## config.mk

```make
export PLATFORM = sky130hd
export DESIGN_NAME = calc_alu
export DESIGN_NICKNAME = d
export VERILOG_FILES = /design/src/rtl/calc_pkg.sv /design/src/rtl/calc_cmd_decode.sv /design/src/rtl/calc_addsub.sv /design/src/rtl/calc_shifter.sv /design/src/rtl/calc_alu.sv
export SDC_FILE = /design/constraint.sdc
export NUM_CORES = 1
export LEC_CHECK = 0
export BUFFER_PORTS_ARGS = -buffer_cell sky130_fd_sc_hd__buf_2
export CAP_MARGIN = 20
export CORE_MARGIN = 1
export CORE_UTILIZATION = 35
export DETAILED_ROUTE_END_ITERATION = 16
export REMOVE_ABC_BUFFERS = 1
export SLEW_MARGIN = 20
export SYNTH_ARGS = -nofsm -noshare
export SYNTH_HDL_FRONTEND = slang
export SYNTH_SLANG_ARGS = --single-unit
```

## constraint.sdc

```tcl
create_clock -name clk -period 9.35 [get_ports clk]
set_clock_uncertainty 0.15 [all_clocks]
set_input_delay 0.935 -clock clk [delete_from_list [all_inputs] [get_ports clk]]
set_output_delay 0.935 -clock clk [all_outputs]
set_load 0.01 [all_outputs]
```

## src/rtl/calc_pkg.sv

```systemverilog
package calc_pkg;

    localparam int CMD_W  = 4;
    localparam int CODE_W = 2;

    typedef enum logic [CMD_W-1:0] {
        CMD_NOP = 4'b0000,
        CMD_ADD = 4'b0001,
        CMD_SUB = 4'b0010,
        CMD_SHL = 4'b0101,
        CMD_SHR = 4'b0110
    } calc_cmd_e;

    typedef enum logic [CODE_W-1:0] {
        CODE_NONE = 2'b00,
        CODE_OK   = 2'b01,
        CODE_ERR  = 2'b10
    } calc_code_e;

    typedef enum logic [2:0] {
        OPK_NONE,
        OPK_ADD,
        OPK_SUB,
        OPK_SHL,
        OPK_SHR,
        OPK_BAD
    } op_kind_e;

    typedef struct packed {
        op_kind_e kind;
        logic     arith;
        logic     subtract;
        logic     shift;
        logic     left;
    } dec_t;

    function automatic dec_t decode_cmd(input logic [CMD_W-1:0] c);
        dec_t d;
        d = '{kind: OPK_BAD, arith: 1'b0, subtract: 1'b0, shift: 1'b0, left: 1'b0};
        case (c)
            CMD_NOP: d.kind = OPK_NONE;
            CMD_ADD: begin d.kind = OPK_ADD; d.arith = 1'b1; end
            CMD_SUB: begin d.kind = OPK_SUB; d.arith = 1'b1; d.subtract = 1'b1; end
            CMD_SHL: begin d.kind = OPK_SHL; d.shift = 1'b1; d.left = 1'b1; end
            CMD_SHR: begin d.kind = OPK_SHR; d.shift = 1'b1; end
            default: d.kind = OPK_BAD;
        endcase
        return d;
    endfunction

endpackage

```

## src/rtl/calc_cmd_decode.sv

```systemverilog
module calc_cmd_decode
    import calc_pkg::*;
(
    input  logic [CMD_W-1:0] cmd,
    output dec_t             dec
);
    always_comb begin
        dec = decode_cmd(cmd);
    end
endmodule

```

## src/rtl/calc_addsub.sv

```systemverilog
module calc_addsub #(
    parameter int DATA_W = 32
) (
    input  logic [DATA_W-1:0] a,
    input  logic [DATA_W-1:0] b,
    input  logic              subtract,
    output logic [DATA_W-1:0] y,
    output logic              range_err
);
    localparam int EXT_W = DATA_W + 1;

    logic [EXT_W-1:0] sum_ext;
    logic [EXT_W-1:0] diff_ext;

    always_comb begin
        sum_ext  = {1'b0, a} + {1'b0, b};
        diff_ext = {1'b0, a} - {1'b0, b};
        if (subtract) begin
            y         = diff_ext[DATA_W-1:0];
            range_err = diff_ext[DATA_W];
        end else begin
            y         = sum_ext[DATA_W-1:0];
            range_err = sum_ext[DATA_W];
        end
    end
endmodule

```

## src/rtl/calc_shifter.sv

```systemverilog
module calc_shifter #(
    parameter int DATA_W = 32,
    parameter int SH_W   = $clog2(DATA_W)
) (
    input  logic [DATA_W-1:0] val,
    input  logic [SH_W-1:0]   amt,
    input  logic              left,
    output logic [DATA_W-1:0] y
);
    logic [DATA_W-1:0] stg [0:SH_W];

    assign stg[0] = val;

    for (genvar k = 0; k < SH_W; k++) begin : g_stage
        localparam int DIST = 1 << k;
        logic [DATA_W-1:0] moved;
        assign moved      = left ? (stg[k] << DIST) : (stg[k] >> DIST);
        assign stg[k+1]   = amt[k] ? moved : stg[k];
    end

    assign y = stg[SH_W];
endmodule

```

## src/rtl/calc_alu.sv

```systemverilog
module calc_alu
    import calc_pkg::*;
#(
    parameter int DATA_W = 32
) (
    input  logic              clk,
    input  logic              rst,
    input  logic              start,
    input  logic [3:0]        cmd,
    input  logic [DATA_W-1:0] op_a,
    input  logic [DATA_W-1:0] op_b,
    output logic              res_valid,
    output logic [1:0]        res_code,
    output logic [DATA_W-1:0] res_data
);
    localparam int SH_W = $clog2(DATA_W);

    dec_t              dec;
    logic [DATA_W-1:0] arith_y;
    logic              arith_err;
    logic [DATA_W-1:0] shift_y;
    calc_code_e        nxt_code;
    logic [DATA_W-1:0] nxt_data;

    calc_cmd_decode u_dec (
        .cmd (cmd),
        .dec (dec)
    );

    calc_addsub #(.DATA_W(DATA_W)) u_addsub (
        .a         (op_a),
        .b         (op_b),
        .subtract  (dec.subtract),
        .y         (arith_y),
        .range_err (arith_err)
    );

    calc_shifter #(.DATA_W(DATA_W), .SH_W(SH_W)) u_shift (
        .val  (op_a),
        .amt  (op_b[SH_W-1:0]),
        .left (dec.left),
        .y    (shift_y)
    );

    always_comb begin
        nxt_code = CODE_NONE;
        nxt_data = '0;
        case (dec.kind)
            OPK_ADD, OPK_SUB: begin
                if (arith_err) begin
                    nxt_code = CODE_ERR;
                end else begin
                    nxt_code = CODE_OK;
                    nxt_data = arith_y;
                end
            end
            OPK_SHL, OPK_SHR: begin
                nxt_code = CODE_OK;
                nxt_data = shift_y;
            end
            OPK_BAD:  nxt_code = CODE_ERR;
            default:  nxt_code = CODE_NONE;
        endcase
    end

    always_ff @(posedge clk) begin
        if (rst || !start) begin
            res_valid <= 1'b0;
            res_code  <= CODE_NONE;
            res_data  <= '0;
        end else begin
            res_valid <= (nxt_code != CODE_NONE);
            res_code  <= nxt_code;
            res_data  <= nxt_data;
        end
    end
endmodule

```

* Word level (Yosys, flattened, before mapping)
Index checks and enable logic that the tools add are counted.
** Word-level totals
- Output and inout bits :: 35
- Bits in registers :: 35
- Word-level logic and storage cells :: 39
- Input port bits :: 71
** Operators by class
- Mux-type cells :: 19
- Reductions and logical operators :: 6
- Equality and inequality tests :: 9
- Add/sub/neg operators :: 2
** Operators with widths (number)
- 32-bit two-way mux :: 12
- 32-bit case mux with 2 select lines :: 1
- 32-bit by 32-bit adder with 33-bit output :: 1
- 32-bit by 32-bit subtractor with 33-bit output :: 1
- 3-bit case mux with 5 select lines :: 1
- 4-bit by 3-bit equality test with 1-bit output, second input constant :: 2
- 3-bit by 2-bit equality test with 1-bit output, second input constant :: 2
- 3-bit equality test, second input constant :: 2
- 2-bit case mux with 3 select lines :: 1
- 4-bit by 1-bit equality test with 1-bit output, second input constant :: 1
- 4-bit by 2-bit equality test with 1-bit output, second input constant :: 1
- 4-bit logical NOT :: 1
- 2-bit OR reduction :: 2
- 3-bit by 1-bit equality test with 1-bit output, second input constant :: 1
- 1-bit two-way mux :: 3
- 2-bit two-way mux :: 1
- 2-bit nonzero test :: 1
- 1-bit logical NOT :: 1
- 1-bit logical OR :: 1

* Logic depth before layout (Yosys ltp)
- Word-level depth :: 13
- Gate-level depth with buffers :: 15
- Gate-level depth less buffers :: 12

* By module
From an unflattened synthesis, not the netlist that was laid out.
** Unflattened totals
- Cell total of the unflattened synthesis :: 1385
- Area total of the unflattened synthesis :: 9544.2 µm²
** Modules (own cells, without submodules)
- calc_shifter :: area each 4146.5 µm², seq. area each 0.0 µm², cells each 612, instances 1
- calc_addsub :: area each 3826.2 µm², seq. area each 0.0 µm², cells each 597, instances 1
- calc_alu :: area each 1488.9 µm², seq. area each 700.7 µm², cells each 163, instances 1
- calc_cmd_decode :: area each 82.6 µm², seq. area each 0.0 µm², cells each 13, instances 1

* Least setup slack after synthesis
OpenSTA, ideal clock, no wires.
- Kind :: input port to flip-flop
- Start point :: input port op_b[2]
- End point :: register res_data[30]
- Library setup time :: 0.087 ns
- Stages :: 14
- Data required time :: 9.113 ns
- Buffers on the path :: 3
- Data arrival time :: 3.943 ns
- Path slack :: 5.170 ns
- Path through :: clkbuf_1 -> clkinv_1 -> clkbuf_1 -> buf_1 -> ha_1 -> nand2b_1 -> a21oi_1 -> o21bai_1 -> nand3b_1 -> a2111oi_1 -> nor3_1 -> o21a_1 -> o31a_1 -> o31ai_1
** On the way
- Cells in the longest elaborated chain, start to end :: 6
- Elaborated cells between the ends (all ways) :: 11
- Those cells by class :: 2 x add/sub; 9 x mux
** RTL lines
- start, declared :: line calc_alu.sv:11 : input logic [DATA_W-1:0] op_b,
- parallel branches: the longest is 5 deep, another holds 32-bit by 32-bit adder with 33-bit output
- 32-bit case mux with 2 select lines (*) :: line calc_alu.sv:48 : case (dec.kind)
- end signal, assigned :: line calc_alu.sv:74 : res_data <= nxt_data;
- end, declared :: line calc_alu.sv:14 : output logic [DATA_W-1:0] res_data
Mark *: on every way between the ends.
A chain may end at the register's enable or synchronous reset.

* Final worst setup path
- Start point :: input port op_b[4]
- End point :: register res_data[15]
** On the way
- Cells in the longest elaborated chain, start to end :: 4
- Elaborated cells between the ends (all ways) :: 7
- Those cells by class :: 2 x add/sub; 5 x mux
** RTL lines
- 32-bit by 32-bit adder with 33-bit output or 32-bit by 32-bit subtractor with 33-bit output (tied branches) :: line calc_addsub.sv:16, calc_addsub.sv:17
- 32-bit two-way mux or 1-bit two-way mux (tied branches) :: line calc_addsub.sv:18 : if (subtract) begin
- 32-bit two-way mux :: line calc_alu.sv:50 : if (arith_err) begin
- 32-bit case mux with 2 select lines (*) :: line calc_alu.sv:48
Every way passes the cells marked *; elsewhere a longest branch is shown, timed or not.

==> results.sh <==
export IMPL_status="completed"
export IMPL_drt_iter0_drc=1086
export IMPL_crit_required_ps=9340
export IMPL_start_util=0.357
export IMPL_syn_area_um2=8370
export IMPL_dp_cells=1562
export IMPL_max_freq_mhz=193
export IMPL_power_density_nw_per_um2=90.9
export IMPL_cp_slowest_cell="a2111oi_1"
export IMPL_drive_gt1_frac=0.137
export IMPL_synthArstFlopShare=0
export IMPL_dieArea_um2=24500
export IMPL_path_max_fanout=34
export IMPL_ant_nets=0
export IMPL_diodes=0
export IMPL_ctsHoldBuffers=0
export IMPL_hold_path_end="res_valid$_SDFF_PP0_"
export IMPL_ctsResizeCount=0
export IMPL_crit_path_start_kind="input pin"
export IMPL_final_setup_viol_count=0
export IMPL_yosysWarnings=0
export IMPL_finalSetupTns_ps=0
export IMPL_synth_edff_count=0
export IMPL_rows=56
export IMPL_die_h_um=157
export IMPL_route_vias_total=9907
export IMPL_leakagePower_uw=0.00375
export IMPL_root_buffer="clkbuf_16"
export IMPL_hold_viol=0
export IMPL_min_from="start"
export IMPL_grt_pass1_wl_um=51800
export IMPL_cp_top_family="compound AO/OA/AOI/OAI gates"
export IMPL_stdcell_count=1570
export IMPL_synth_avg_cell_area_um2=6.80
export IMPL_cts_path_max_buffers=2
export IMPL_ys_seq_area_frac=0.0837
export IMPL_crit_type="input pin to flop"
export IMPL_cts_buffers=5
export IMPL_grt_usage=0.274
export IMPL_dpl_hpwl_um=25700
export IMPL_numPortBuffers=105
export IMPL_antenna_found_initial=0
export IMPL_h_tree_depth=2
export IMPL_io_pins=106
export IMPL_hold_class="input pin to flop"
export IMPL_drv_slew=0
export IMPL_crit_path_end_kind="flop"
export IMPL_regArea_um2=701
export IMPL_tightest_slew_ps=993
export IMPL_area_delta_synth_final_pct=8.73
export IMPL_die_x_um=157
export IMPL_critPathBufInv=3
export IMPL_grt_pass1_vias=8701
export IMPL_post_route_cell_area_um2=9100
export IMPL_cts_setup_buffers=0
export IMPL_grt_overflow=0
export IMPL_cts_clk_slew_worst_paths_ps=60
export IMPL_rsz0062_at_grt="false"
export IMPL_fillers=2565
export IMPL_fin_nets=1388
export IMPL_crit_arrival_ps=5180
export IMPL_ir_drop_mv=0.0632
export IMPL_slowest_delay_ps=940
export IMPL_wl_per_cell_um=21.9
export IMPL_maxCapViolCount=0
export IMPL_multi_input_area_um2=6990
export IMPL_placed_area_um2=8960
export IMPL_critPathMostFrequentCell="a21oi_1"
export IMPL_grt_max_degree=74
export IMPL_min_period_ps=5180
export IMPL_min_path_cells=3
export IMPL_ys_types=81
export IMPL_cts_sinks=35
export IMPL_period_share=0.554
export IMPL_slew_headroom=0.336
export IMPL_synth_seq_cells=35
export IMPL_dr_pass1_iters=5
export IMPL_synth_top_flop_cell="dfxtp_1"
export IMPL_cts_tree="done"
export IMPL_wl_um=34300
export IMPL_post_place_ws_ps=4080
export IMPL_core_region_area_um2=23500
export IMPL_route_detailed_drc=0
export IMPL_worstPathCellList="buf_2 > inv_1 > ha_1 > o211ai_1 > a21oi_1 > o21bai_1 > nand3b_1 > a2111oi_1 > o21a_1 > a21oi_1 > nand2_1 > buf_4 > o221ai_1"
export IMPL_layout_setup_ws_ps=4170
export IMPL_viasPerCell=6.31
export IMPL_cp_depth=13
export IMPL_gp_congestion=0.988
export IMPL_synthCells=1230
cell families (layout without fill, tap and decap cells):
family	Yosys count	after routing	synth area share
DFF	35	35	0.0837
buffers and inverters	172	193	0.0843
adders and majority gates	67	67	0.102
and+or+nand+nor	397	397	0.221
AOI/OAI and AO/OA	454	454	0.359
muxes	78	78	0.122
xor gates and xnor gates	27	27	0.0283
through the flow:
step	hold WS [ps]	power [uW]	util
2_1_floorplan	925	461	-
3_3_place_gp	1120	634	0.382
3_5_place_dp	1120	634	0.382
4_1_cts	825	812	0.388
5_1_grt	848	866	0.388
6_report	827	827	0.388
power by group:
part | total, uW | leakage (uW) | switching, uW | internal [uW]
Combinational | 494 | 0.00340 | 319 | 175
Clock | 181 | 0.0000669 | 82.1 | 99.0
Sequential | 152 | 0.000283 | 0.811 | 151
area by class of cell:
class | instances | share of cell area
multi-input cells | 1023 | 0.768
clock inverters | 2 | 0.00137
well taps | 319 | 0.0439
repair buffers | 116 | 0.0668
flip-flops and latches | 35 | 0.0770
clock buffers | 6 | 0.0142
inverters | 69 | 0.0285
state kept, by name, summed over array words and instances (netlist names):
register   count
res_data      32
res_code       2
res_valid      1
worst max-delay path by stage:
stage / to / startpoint
after floorplan: res_data[1]$_SDFF_PP0_ / cmd[3]
after global placement: res_data[15]$_SDFF_PP0_ / op_b[4]
after detailed placement: res_data[15]$_SDFF_PP0_ / op_b[4]
after CTS: res_data[15]$_SDFF_PP0_ / op_b[4]
after global routing: res_data[15]$_SDFF_PP0_ / op_b[4]
final: res_data[15]$_SDFF_PP0_ / op_b[4]
Yosys cell counts (17+ instances only):
cell type  number  area [um2]
nor2_1        128         480
nand2_1       120         450
a21oi_1       117         586
clkbuf_1       66         248
inv_1          66         248
ha_1           65         813
o21ai_0        65         325
mux2i_1        41         410
dfxtp_1        35         701
a31oi_1        32         200
nand3_1        28         140
a211oi_1       24         180
nor3_1         24         120
o22ai_1        24         150
a21o_1         22         165
xnor2_1        22         193
a311oi_1       18         158
buf_2          18        90.1
nor2b_1        18         113
mux4_2         17         383
tightest hold or removal path: cells and delay by family:
family,cells,cell delay [ps]
compound gates,1,60
simple gates,1,110
buf+inv,1,100
metal layers:
metal / track usage / share of wire / vias up
li1: - / - / 4627
met1: 0.398 / 0.46 / 4715
met2: 0.419 / 0.43 / 505
met3: 0.0343 / 0.086 / 60
met4: 0.0812 / 0.025 / 0
met5: 0 / 0 / -
cell usage in the layout (no fill, tap or decap), types with 12 or more instances in the layout:
cell type  Yosys  routed
mux2_2        15      15
a211oi_1      24      24
o21ai_1       13      13
dfxtp_1       35      35
o22ai_1       24      24
nor2_1       128     128
mux4_2        17      17
mux2i_1       41      41
xnor2_1       22      22
a31oi_1       32      32
a21oi_1      117     117
inv_1         66      66
ha_1          65      65
nor2b_1       18      18
and2_1        12      12
buf_2         18     105
nor3_1        24      24
o21ai_0       65      65
a21o_1        22      22
nand2_1      120     120
o211ai_1      15      15
a311oi_1      18      18
nand2b_1      14      14
nand3_1       28      28
Power figures use the tool's default switching activity.
